<file path="config.mk">
export PLATFORM = sky130hd
export DESIGN_NAME = cts_sequencer
export DESIGN_NICKNAME = d
export VERILOG_FILES = /design/src/rtl/cts_pkg.sv /design/src/rtl/cts_edge_sync.sv /design/src/rtl/cts_span_counter.sv /design/src/rtl/cts_phase_fsm.sv /design/src/rtl/cts_sequencer.sv
export SDC_FILE = /design/constraint.sdc
export NUM_CORES = 1
export LEC_CHECK = 0
export ABC_AREA = 1
export BUFFER_PORTS_ARGS = -buffer_cell sky130_fd_sc_hd__buf_2
export CAP_MARGIN = 30
export CELL_PAD_IN_SITES_DETAIL_PLACEMENT = 1
export CELL_PAD_IN_SITES_GLOBAL_PLACEMENT = 1
export CORE_MARGIN = 1
export CORE_UTILIZATION = 43
export DETAILED_ROUTE_END_ITERATION = 6
export HOLD_SLACK_MARGIN = 0.05
export PLACE_DENSITY_LB_ADDON = 0.1
export SLEW_MARGIN = 40
export SYNTH_ARGS = -nofsm -noshare
export SYNTH_HDL_FRONTEND = slang
export SYNTH_HIERARCHICAL = 1
export SYNTH_SLANG_ARGS = --single-unit
</file>
<file path="constraint.sdc">
create_clock -name clk -period 8.6 [get_ports clk]
set_input_delay 0.43 -clock clk [delete_from_list [all_inputs] [get_ports clk]]
set_output_delay 0.43 -clock clk [all_outputs]
set_load 0.01 [all_outputs]
</file>
<file path="src/rtl/cts_pkg.sv">
package cts_pkg;
   typedef enum logic [1:0] {
      PH_DISCHARGE = 2'd0,
      PH_CHARGE    = 2'd1,
      PH_COMPARE   = 2'd2,
      PH_STOPPED   = 2'd3
   } cts_phase_e;
endpackage

</file>
<file path="src/rtl/cts_edge_sync.sv">
module cts_edge_sync #(
   parameter int unsigned STAGES = 2
) (
   input  logic clk,
   input  logic rst_n,
   input  logic async_i,
   output logic rise_o
);
   initial begin
      if (STAGES < 2) $error("cts_edge_sync: STAGES must be at least 2");
   end

   logic [STAGES:0] pipe;

   for (genvar i = 0; i <= STAGES; i++) begin : g_stage
      if (i == 0) begin : g_first
         always_ff @(posedge clk or negedge rst_n) begin
            if (!rst_n) pipe[i] <= 1'b0;
            else        pipe[i] <= async_i;
         end
      end else begin : g_next
         always_ff @(posedge clk or negedge rst_n) begin
            if (!rst_n) pipe[i] <= 1'b0;
            else        pipe[i] <= pipe[i-1];
         end
      end
   end

   assign rise_o = pipe[STAGES-1] & ~pipe[STAGES];

   AST_RISE_SINGLE: assert property (@(posedge clk) disable iff (!rst_n)
      rise_o |=> !rise_o);
endmodule

</file>
<file path="src/rtl/cts_span_counter.sv">
module cts_span_counter #(
   parameter int unsigned W = 12
) (
   input  logic         clk,
   input  logic         rst_n,
   input  logic         clr_i,
   input  logic [W-1:0] limit_i,
   output logic         done_o
);
   initial begin
      if (W < 1) $error("cts_span_counter: W must be at least 1");
   end

   logic [W-1:0] cnt;
   logic [W-1:0] last;

   assign last   = (limit_i == '0) ? '0 : limit_i - W'(1);
   assign done_o = (cnt >= last);

   always_ff @(posedge clk or negedge rst_n) begin
      if (!rst_n)       cnt <= '0;
      else if (clr_i)   cnt <= '0;
      else if (!done_o) cnt <= cnt + W'(1);
   end
endmodule

</file>
<file path="src/rtl/cts_phase_fsm.sv">
module cts_phase_fsm
   import cts_pkg::*;
(
   input  logic       clk,
   input  logic       rst_n,
   input  logic       rise_sen_i,
   input  logic       rise_ref_i,
   input  logic       span_done_i,
   output logic       span_clr_o,
   output cts_phase_e phase_o,
   output logic       discharge_o,
   output logic       fast_sel_o,
   output logic       start_o,
   output logic       stop_o,
   output logic       sign_o,
   output logic       timeout_o
);
   cts_phase_e state, nxt;
   logic       sign_q, tmo_q;
   logic       waited_rise;
   logic       first_rise;

   assign first_rise  = rise_sen_i | rise_ref_i;
   // sign 1 means the reference tripped first, so the sensing side is awaited
   assign waited_rise = sign_q ? rise_sen_i : rise_ref_i;

   always_comb begin
      nxt = state;
      unique case (state)
         PH_DISCHARGE: if (span_done_i) nxt = PH_CHARGE;
         PH_CHARGE: begin
            if (rise_sen_i && rise_ref_i) nxt = PH_STOPPED;
            else if (first_rise)          nxt = PH_COMPARE;
         end
         PH_COMPARE: begin
            if (waited_rise)      nxt = PH_STOPPED;
            else if (span_done_i) nxt = PH_DISCHARGE;
         end
         PH_STOPPED: nxt = PH_DISCHARGE;
         default:    nxt = PH_DISCHARGE;
      endcase
   end

   assign span_clr_o = (nxt != state);

   always_ff @(posedge clk or negedge rst_n) begin
      if (!rst_n) begin
         state  <= PH_DISCHARGE;
         sign_q <= 1'b0;
         tmo_q  <= 1'b0;
      end else begin
         state <= nxt;
         if (state == PH_CHARGE && first_rise) sign_q <= rise_ref_i;
         tmo_q <= (state == PH_COMPARE) && !waited_rise && span_done_i;
      end
   end

   assign phase_o     = state;
   assign discharge_o = (state == PH_DISCHARGE);
   assign fast_sel_o  = (state == PH_CHARGE);
   assign start_o     = (state == PH_COMPARE) || (state == PH_STOPPED);
   assign stop_o      = (state == PH_STOPPED);
   assign sign_o      = sign_q;
   assign timeout_o   = tmo_q;

   AST_FAST_AFTER_DISCHARGE: assert property (@(posedge clk) disable iff (!rst_n)
      $rose(fast_sel_o) |-> $past(discharge_o));
   AST_FAST_OFF_AT_START: assert property (@(posedge clk) disable iff (!rst_n)
      $rose(start_o) |-> (!fast_sel_o && $past(fast_sel_o)));
   AST_SIGN_HELD: assert property (@(posedge clk) disable iff (!rst_n)
      (start_o && $past(start_o)) |-> $stable(sign_o));
   AST_STOP_WITH_START: assert property (@(posedge clk) disable iff (!rst_n)
      stop_o |-> start_o);
   AST_STOP_THEN_DISCHARGE: assert property (@(posedge clk) disable iff (!rst_n)
      stop_o |=> (discharge_o && !start_o && !stop_o));
   AST_TIE_ZERO_INTERVAL: assert property (@(posedge clk) disable iff (!rst_n)
      (state == PH_CHARGE && rise_sen_i && rise_ref_i) |=> (stop_o && sign_o));
   AST_TIMEOUT_EXIT: assert property (@(posedge clk) disable iff (!rst_n)
      timeout_o |-> (discharge_o && $past(start_o) && !$past(stop_o)));
   AST_NO_START_IN_DISCHARGE: assert property (@(posedge clk) disable iff (!rst_n)
      discharge_o |=> !start_o);
endmodule

</file>
<file path="src/rtl/cts_sequencer.sv">
module cts_sequencer
   import cts_pkg::*;
#(
   parameter int unsigned CNT_W       = 12,
   parameter int unsigned SYNC_STAGES = 2,
   parameter int unsigned FAST_RATIO  = 8
) (
   input  logic             clk,
   input  logic             rst_n,
   input  logic             sen_cmp_i,
   input  logic             ref_cmp_i,
   input  logic [CNT_W-1:0] reset_cycles_i,
   input  logic [CNT_W-1:0] timeout_cycles_i,
   output logic             discharge_o,
   output logic             fast_sel_o,
   output logic             start_o,
   output logic             stop_o,
   output logic             sign_o,
   output logic             timeout_o
);
   initial begin
      if (FAST_RATIO < 2) $error("cts_sequencer: FAST_RATIO must exceed 1");
   end

   logic       rise_sen, rise_ref;
   logic       span_clr, span_done;
   logic [CNT_W-1:0] span_limit;
   cts_phase_e phase;

   cts_edge_sync #(.STAGES(SYNC_STAGES)) i_sync_sen (
      .clk(clk), .rst_n(rst_n), .async_i(sen_cmp_i), .rise_o(rise_sen));

   cts_edge_sync #(.STAGES(SYNC_STAGES)) i_sync_ref (
      .clk(clk), .rst_n(rst_n), .async_i(ref_cmp_i), .rise_o(rise_ref));

   assign span_limit = (phase == PH_COMPARE) ? timeout_cycles_i : reset_cycles_i;

   cts_span_counter #(.W(CNT_W)) i_span (
      .clk(clk), .rst_n(rst_n), .clr_i(span_clr),
      .limit_i(span_limit), .done_o(span_done));

   cts_phase_fsm i_fsm (
      .clk(clk), .rst_n(rst_n),
      .rise_sen_i(rise_sen), .rise_ref_i(rise_ref),
      .span_done_i(span_done), .span_clr_o(span_clr),
      .phase_o(phase),
      .discharge_o(discharge_o), .fast_sel_o(fast_sel_o),
      .start_o(start_o), .stop_o(stop_o),
      .sign_o(sign_o), .timeout_o(timeout_o));
endmodule

</file>
# Yosys cells after proc, flatten, opt, wreduce, memory -nomap -nowiden
# Index checks and enable logic that the tools add are counted.
[totals]
word_cells = 42
out_inout_bits = 6
reg_bits = 22
in_bits = 28
[classes]
eq_ne = 5
add_sub_neg = 2
n_mux = 11
magnitude_cmp = 1
n_bitwise = 5
reduce_logical = 8
[ops]
columns = ["op", "n"]
rows = [
  ["12-bit two-way mux", 4],
  ["12-bit by 1-bit adder with 12-bit output (second input constant)", 1],
  ["12-bit >= comparator", 1],
  ["12-bit zero test", 1],
  ["12-bit by 1-bit subtractor with 12-bit output (second input constant)", 1],
  ["2-bit two-way mux", 5],
  ["2-bit one-hot mux with 4 select lines", 1],
  ["2-bit == test (second input constant)", 2],
  ["1-bit logical AND", 4],
  ["1-bit AND", 2],
  ["2-bit by 1-bit == test with 1-bit output (second input constant)", 1],
  ["2-bit zero test", 1],
  ["2-bit inequality test", 1],
  ["2-bit inequality test (second input constant)", 1],
  ["1-bit NOT", 2],
  ["1-bit zero test", 1],
  ["1-bit logical OR", 1],
  ["1-bit two-way mux", 1],
  ["1-bit OR", 1],
]

# Depth between registers and ports, before layout
[logic_depth]
word_depth = 10
ltp_mapped = 27
mapped_depth_nobuf = 25

# Cells and area by module
# Netlist, hierarchy kept.
[by_module_without_submodules]
columns = ["mod", "seq_area_each_um2", "cells_each", "n_inst", "area_per_inst_um2"]
rows = [
  ["cts_span_counter", 300.3, 226, 1, 1487.7],
  ["cts_phase_fsm", 100.1, 38, 1, 239.0],
  ["cts_sequencer", 0.0, 41, 1, 183.9],
  ["cts_edge_sync", 75.1, 5, 2, 85.1],
]

# Worst setup path before layout
# Ideal clock, no wire load.
[synth_timing]
path_kind = "register to register"
from = "reg i_fsm.state[0], in the netlist i_fsm/phase_o[0]"
to = "reg i_span.cnt[11]"
synth_period_minus_slack_ns = 3.547
arrival_ns = 3.431
n_path_buf = 3
setup_time_ns = 0.116
setup_slack_ns = 5.053
path_stages_with_launch = 27
t_required_ns = 8.484
path_cell_list = "dfrtp_1 inv_2 buf_2 nand3_1 nand2_1 inv_1 ha_1 nand2_1 nor3_1 nand2_1 nand3_1 ha_1 nand2_2 nor2_4 nand2_2 nor2_4 nand2_4 nand2_4 buf_12 nand3_1 nand2_1 nand2_1 nand2_1 clkinv_1 buf_4 nand3_1 nand2_1"
[synth_between]
elab_chain_len = 10
elab_cells_between_ends = 18
classes_between = "add/sub (1); order compare (1); eq/ne (5); mux (9); reduce/logical (2)"
[synth_lines]
columns = ["element", "line_no", "source"]
rows = [
  ["from (decl)", "cts_phase_fsm.sv:18", "cts_phase_e state, nxt;"],
  ["from (signal assigned)", "cts_phase_fsm.sv:52", "state <= nxt;"],
  ["2-bit == test (*)", "cts_sequencer.sv:36", "assign span_limit = (phase == PH_COMPARE) ? timeout_cycles_i : reset_cycles_i;"],
  ["12-bit two-way mux (*)", "cts_sequencer.sv:36", ""],
  ["named net span_limit[0]", "cts_sequencer.sv:27", "logic [CNT_W-1:0] span_limit;"],
  ["12-bit by 1-bit subtractor with 12-bit output or 12-bit zero test (tied branches)", "cts_span_counter.sv:17", "assign last = (limit_i == '0) ? '0 : limit_i - W'(1);"],
  ["12-bit two-way mux (*)", "cts_span_counter.sv:17", ""],
  ["12-bit >= comparator (*)", "cts_span_counter.sv:18", "assign done_o = (cnt >= last);"],
  ["named net span_done", "cts_sequencer.sv:26", "logic span_clr, span_done;"],
  ["2-bit two-way mux", "cts_phase_fsm.sv:37", "else if (span_done_i) nxt = PH_DISCHARGE;"],
  ["2-bit two-way mux", "cts_phase_fsm.sv:36", "if (waited_rise) nxt = PH_STOPPED;"],
  ["2-bit one-hot mux with 4 select lines (*)", "cts_phase_fsm.sv:29", "unique case (state)"],
  ["2-bit inequality test (*)", "cts_phase_fsm.sv:44", "assign span_clr_o = (nxt != state);"],
  ["named net span_clr", "cts_sequencer.sv:26", ""],
  ["2-bit inequality test (no line) or 12-bit two-way mux (tied branches)", "--", ""],
  ["to (signal assigned)", "cts_span_counter.sv:23", "else if (!done_o) cnt <= cnt + W'(1);"],
  ["to (decl)", "cts_span_counter.sv:14", "logic [W-1:0] cnt;"],
]
# Mark *: on every way through the listed nets, which the timed path passes. The rest lies on a longest branch.
# A chain may end at the register's enable or synchronous reset.

# Worst setup path after layout
[layout_timing]
from = "reg i_fsm.state[1], in the netlist i_fsm/phase_o[1]"
to = "reg i_span.cnt[10]"
# The elaborated chain is that of the path after synthesis.

==> flow_metrics.tcl <==
set metrics [dict create \
    fmax_mhz 210 \
    die-height_um 71.6 \
    rsz0062_at_grt "false" \
    finalHoldViolations 0 \
    grt.met1_usage 0.287 \
    ys_warn_count 6 \
    cts-hold-fix-buffers 0 \
    hpwlAfterDp_um 4310 \
    dieArea_mm2 0.00512 \
    clockBufferDepth 2 \
    top_usage_layer "met2" \
    synth-async-reset-ratio 1.00 \
    synth_commonest_cells "nand2_1, inv_1, nand3_1" \
    num_rows 24 \
    clk_latency_ns 0.27 \
    synth_top_cell_by_area "dfrtp_1" \
    regArea_um2 551 \
    ir_drop_mv 0.152 \
    antenna_found_initial 0 \
    maxCapViolations 0 \
    dr.pass1.iters 4 \
    total_power_uw 619 \
    powerDensity_mw_per_mm2 267 \
    holdCritPathClass "input port to asynchronous set/reset pin" \
    grt.met2_usage 0.399 \
    fin_crit_ns 4.77 \
    coreArea_mm2 0.00450 \
    tns_ns 0 \
    startpoint_type "register" \
    crit_path_max_incr_delay_ns 0.69 \
    required_ns 8.80 \
    cts_sinks 22 \
    diodes 0 \
    crit_slowest_cell "dfrtp_1" \
    vias 2097 \
    wl_per_cell_um 13.5 \
    grt-ovfl-total 0 \
    crit_path_end_kind "register" \
    worstMarginPinSlew_ns 0.620 \
    cts_setup_buffers 0 \
    yosys-top-cells-area "dfrtp_1, nand2_1, ha_1" \
    synth-seq-cells 22 \
    reg2reg_slack_ns 3.83 \
    netlist.area_leader.share 0.265 \
    num-nets-final 389 \
    drc 0 \
    crit_chain "nand2_2 -> nand2_1 -> nand2_1 -> inv_1 -> ha_1 -> nand2_1 -> nor3_1 -> nand2_1 -> nand3_1 -> ha_1 -> nand2_2 -> nor2_4 -> nand2_2 -> nor2_4 -> nand2_4 -> nand2_4 -> nand3_1 -> nand2_1 -> nand2_1 -> nand2_1 -> clkinv_1 -> nand2_2 -> nand2_1 -> nand2_1" \
    yosysMostFrequentCell "nand2_1" \
    cts_buffers 3 \
    multi_input_comb_area_mm2 0.00132 \
    critPathMostFrequentCell "nand2_1" \
    io_buffers 33 \
    relSlewSlack 0.584 \
    crit_type "register to register" \
    gpl.final_weighted_congestion 0.825 \
    grt_pass1_wl_um 9140 \
    ys_types 29 \
    setup_viol 0 \
    root_buffer "clkbuf_8" \
    synth_edf_count 0 \
    drtAntennaViolNets 0 \
    critPathTopFamily "simple AND/OR/NAND/NOR gates" \
    synthesis.area_mm2 0.00208 \
    slew_viol_final 0 \
    grt_pass1_vias 2045 \
    chipWidth_um 71.6 \
    cp.arrival_ns 4.97 \
    gr-usage-all-layers 0.229 \
    fin_skew_ns 0.00798 \
    synth_ff_type "dfrtp_1" \
    drt_iter0_drc 89 \
    path_clk_slew_ns 0.09 \
    areaGrowthSynthToFinish_pct 11.5 \
    routed_wl_um 5340 \
    synth_cells 315 \
    syn-mean-instance-area_um2 6.61 \
    io_pins 34 \
    ctsResizeCount 0 \
    timing.final.crit_share 0.555 \
    synth-seq-area-share 0.265 \
    h-tree-depth 1 \
    grtUsageMet3 0.0323 \
    syn-num-nets 358 \
    cts_tree "done" \
    outcome "finished, final reports clean" \
    grt_max_degree 23 \
    cp_max_fo 19 \
    leakage_nw 1.31 \
    drive_gt1_frac 0.186 \
    vias_per_cell 5.28 \
    initial_core_util 0.462 \
    crit_buf_inv 2 \
    fillers 642 \
]
where the power goes:
group	internal [mW]	switching [mW]
sequential	0.127	0.0511
combinational	0.122	0.222
clock	0.0622	0.0352
sequential cells by signal, indices dropped and copies added, names as in the netlist:
| name | count |
|---|---|
| i_fsm/phase_o | 2 |
| i_fsm/sign_o | 1 |
| i_fsm/timeout_o | 1 |
| i_span/cnt | 12 |
| i_sync_ref/pipe | 3 |
| i_sync_sen/pipe | 3 |
through the flow:
stage	hold slack [ns]	setup slack, ns	instance area (µm²)	utilization	std cells
4_1_cts	0.126	3.78	2320	0.515	397
3_3_place_gp	0.332	3.98	2250	0.499	393
6_report	0.115	3.83	2320	0.515	397
3_5_place_dp	0.336	3.82	2250	0.499	393
5_1_grt	0.141	3.32	2320	0.515	397
2_1_floorplan	0.134	5.05	2080	-	315
kinds of logic (layout without fill, tap and decap cells):
kind of cell	count (synthesis)	in the layout	share of synthesized area
buffers and inverters	46	76	0.100
AOI/OAI and AO/OA	15	15	0.0505
xor gates and xnor gates	7	7	0.0295
and+or+nand+nor	210	210	0.465
DFF	22	22	0.265
adders and majority gates	15	15	0.0902
layout by cell type (no fill, tap or decap):
master and count:
a21o_1 2, clkinv_1 1, or2_2 1, nor2_4 2
nand4_1 9, nor2_1 30, ha_1 15, xor2_1 7
nand2_2 4, nand2_1 111, o21bai_1 3, nor3_1 5
nand3_2 9, o31ai_1 1, a21oi_2 1, nand2_4 2
nor2_2 4, a21oi_4 1, clkbuf_8 3, nand3_1 33
buf_2 33, dfrtp_1 22, inv_2 3, o21ai_0 2
a21oi_1 5, bufinv_16 1, inv_1 35
area by class of cell:
type | instances | area share
repair buffers | 33 | 0.0712
well taps | 52 | 0.0280
flip-flops and latches | 22 | 0.237
clock inverters | 1 | 0.0129
clock buffers | 3 | 0.0178
inverters | 39 | 0.0631
multi-input cells | 247 | 0.570
final timing paths:
| path | start | to | cells after the start |
|---|---|---|---|
| setup / recovery | i_fsm/phase_o[1] | i_span/cnt[10] | 24 |
| hold / removal | rst_n | i_sync_sen/pipe[0] | 1 |
| setup reg to reg | i_fsm/phase_o[1] | i_span/cnt[10] | 24 |
| hold reg to reg | i_sync_sen/pipe[0] | i_sync_sen/pipe[1] | 0 |
| max in group asynchronous | rst_n | i_span/cnt[1] | 1 |
| min in group clk | ref_cmp_i | i_sync_ref/pipe[0] | 1 |
per-layer routing:
layer | vias to the layer above | wire length, µm
li1 | 1064 | -
met4 | 0 | 111
met3 | 6 | 167
met2 | 43 | 2560
met5 | - | 0
met1 | 984 | 2510
Power figures use the tool's default switching activity.
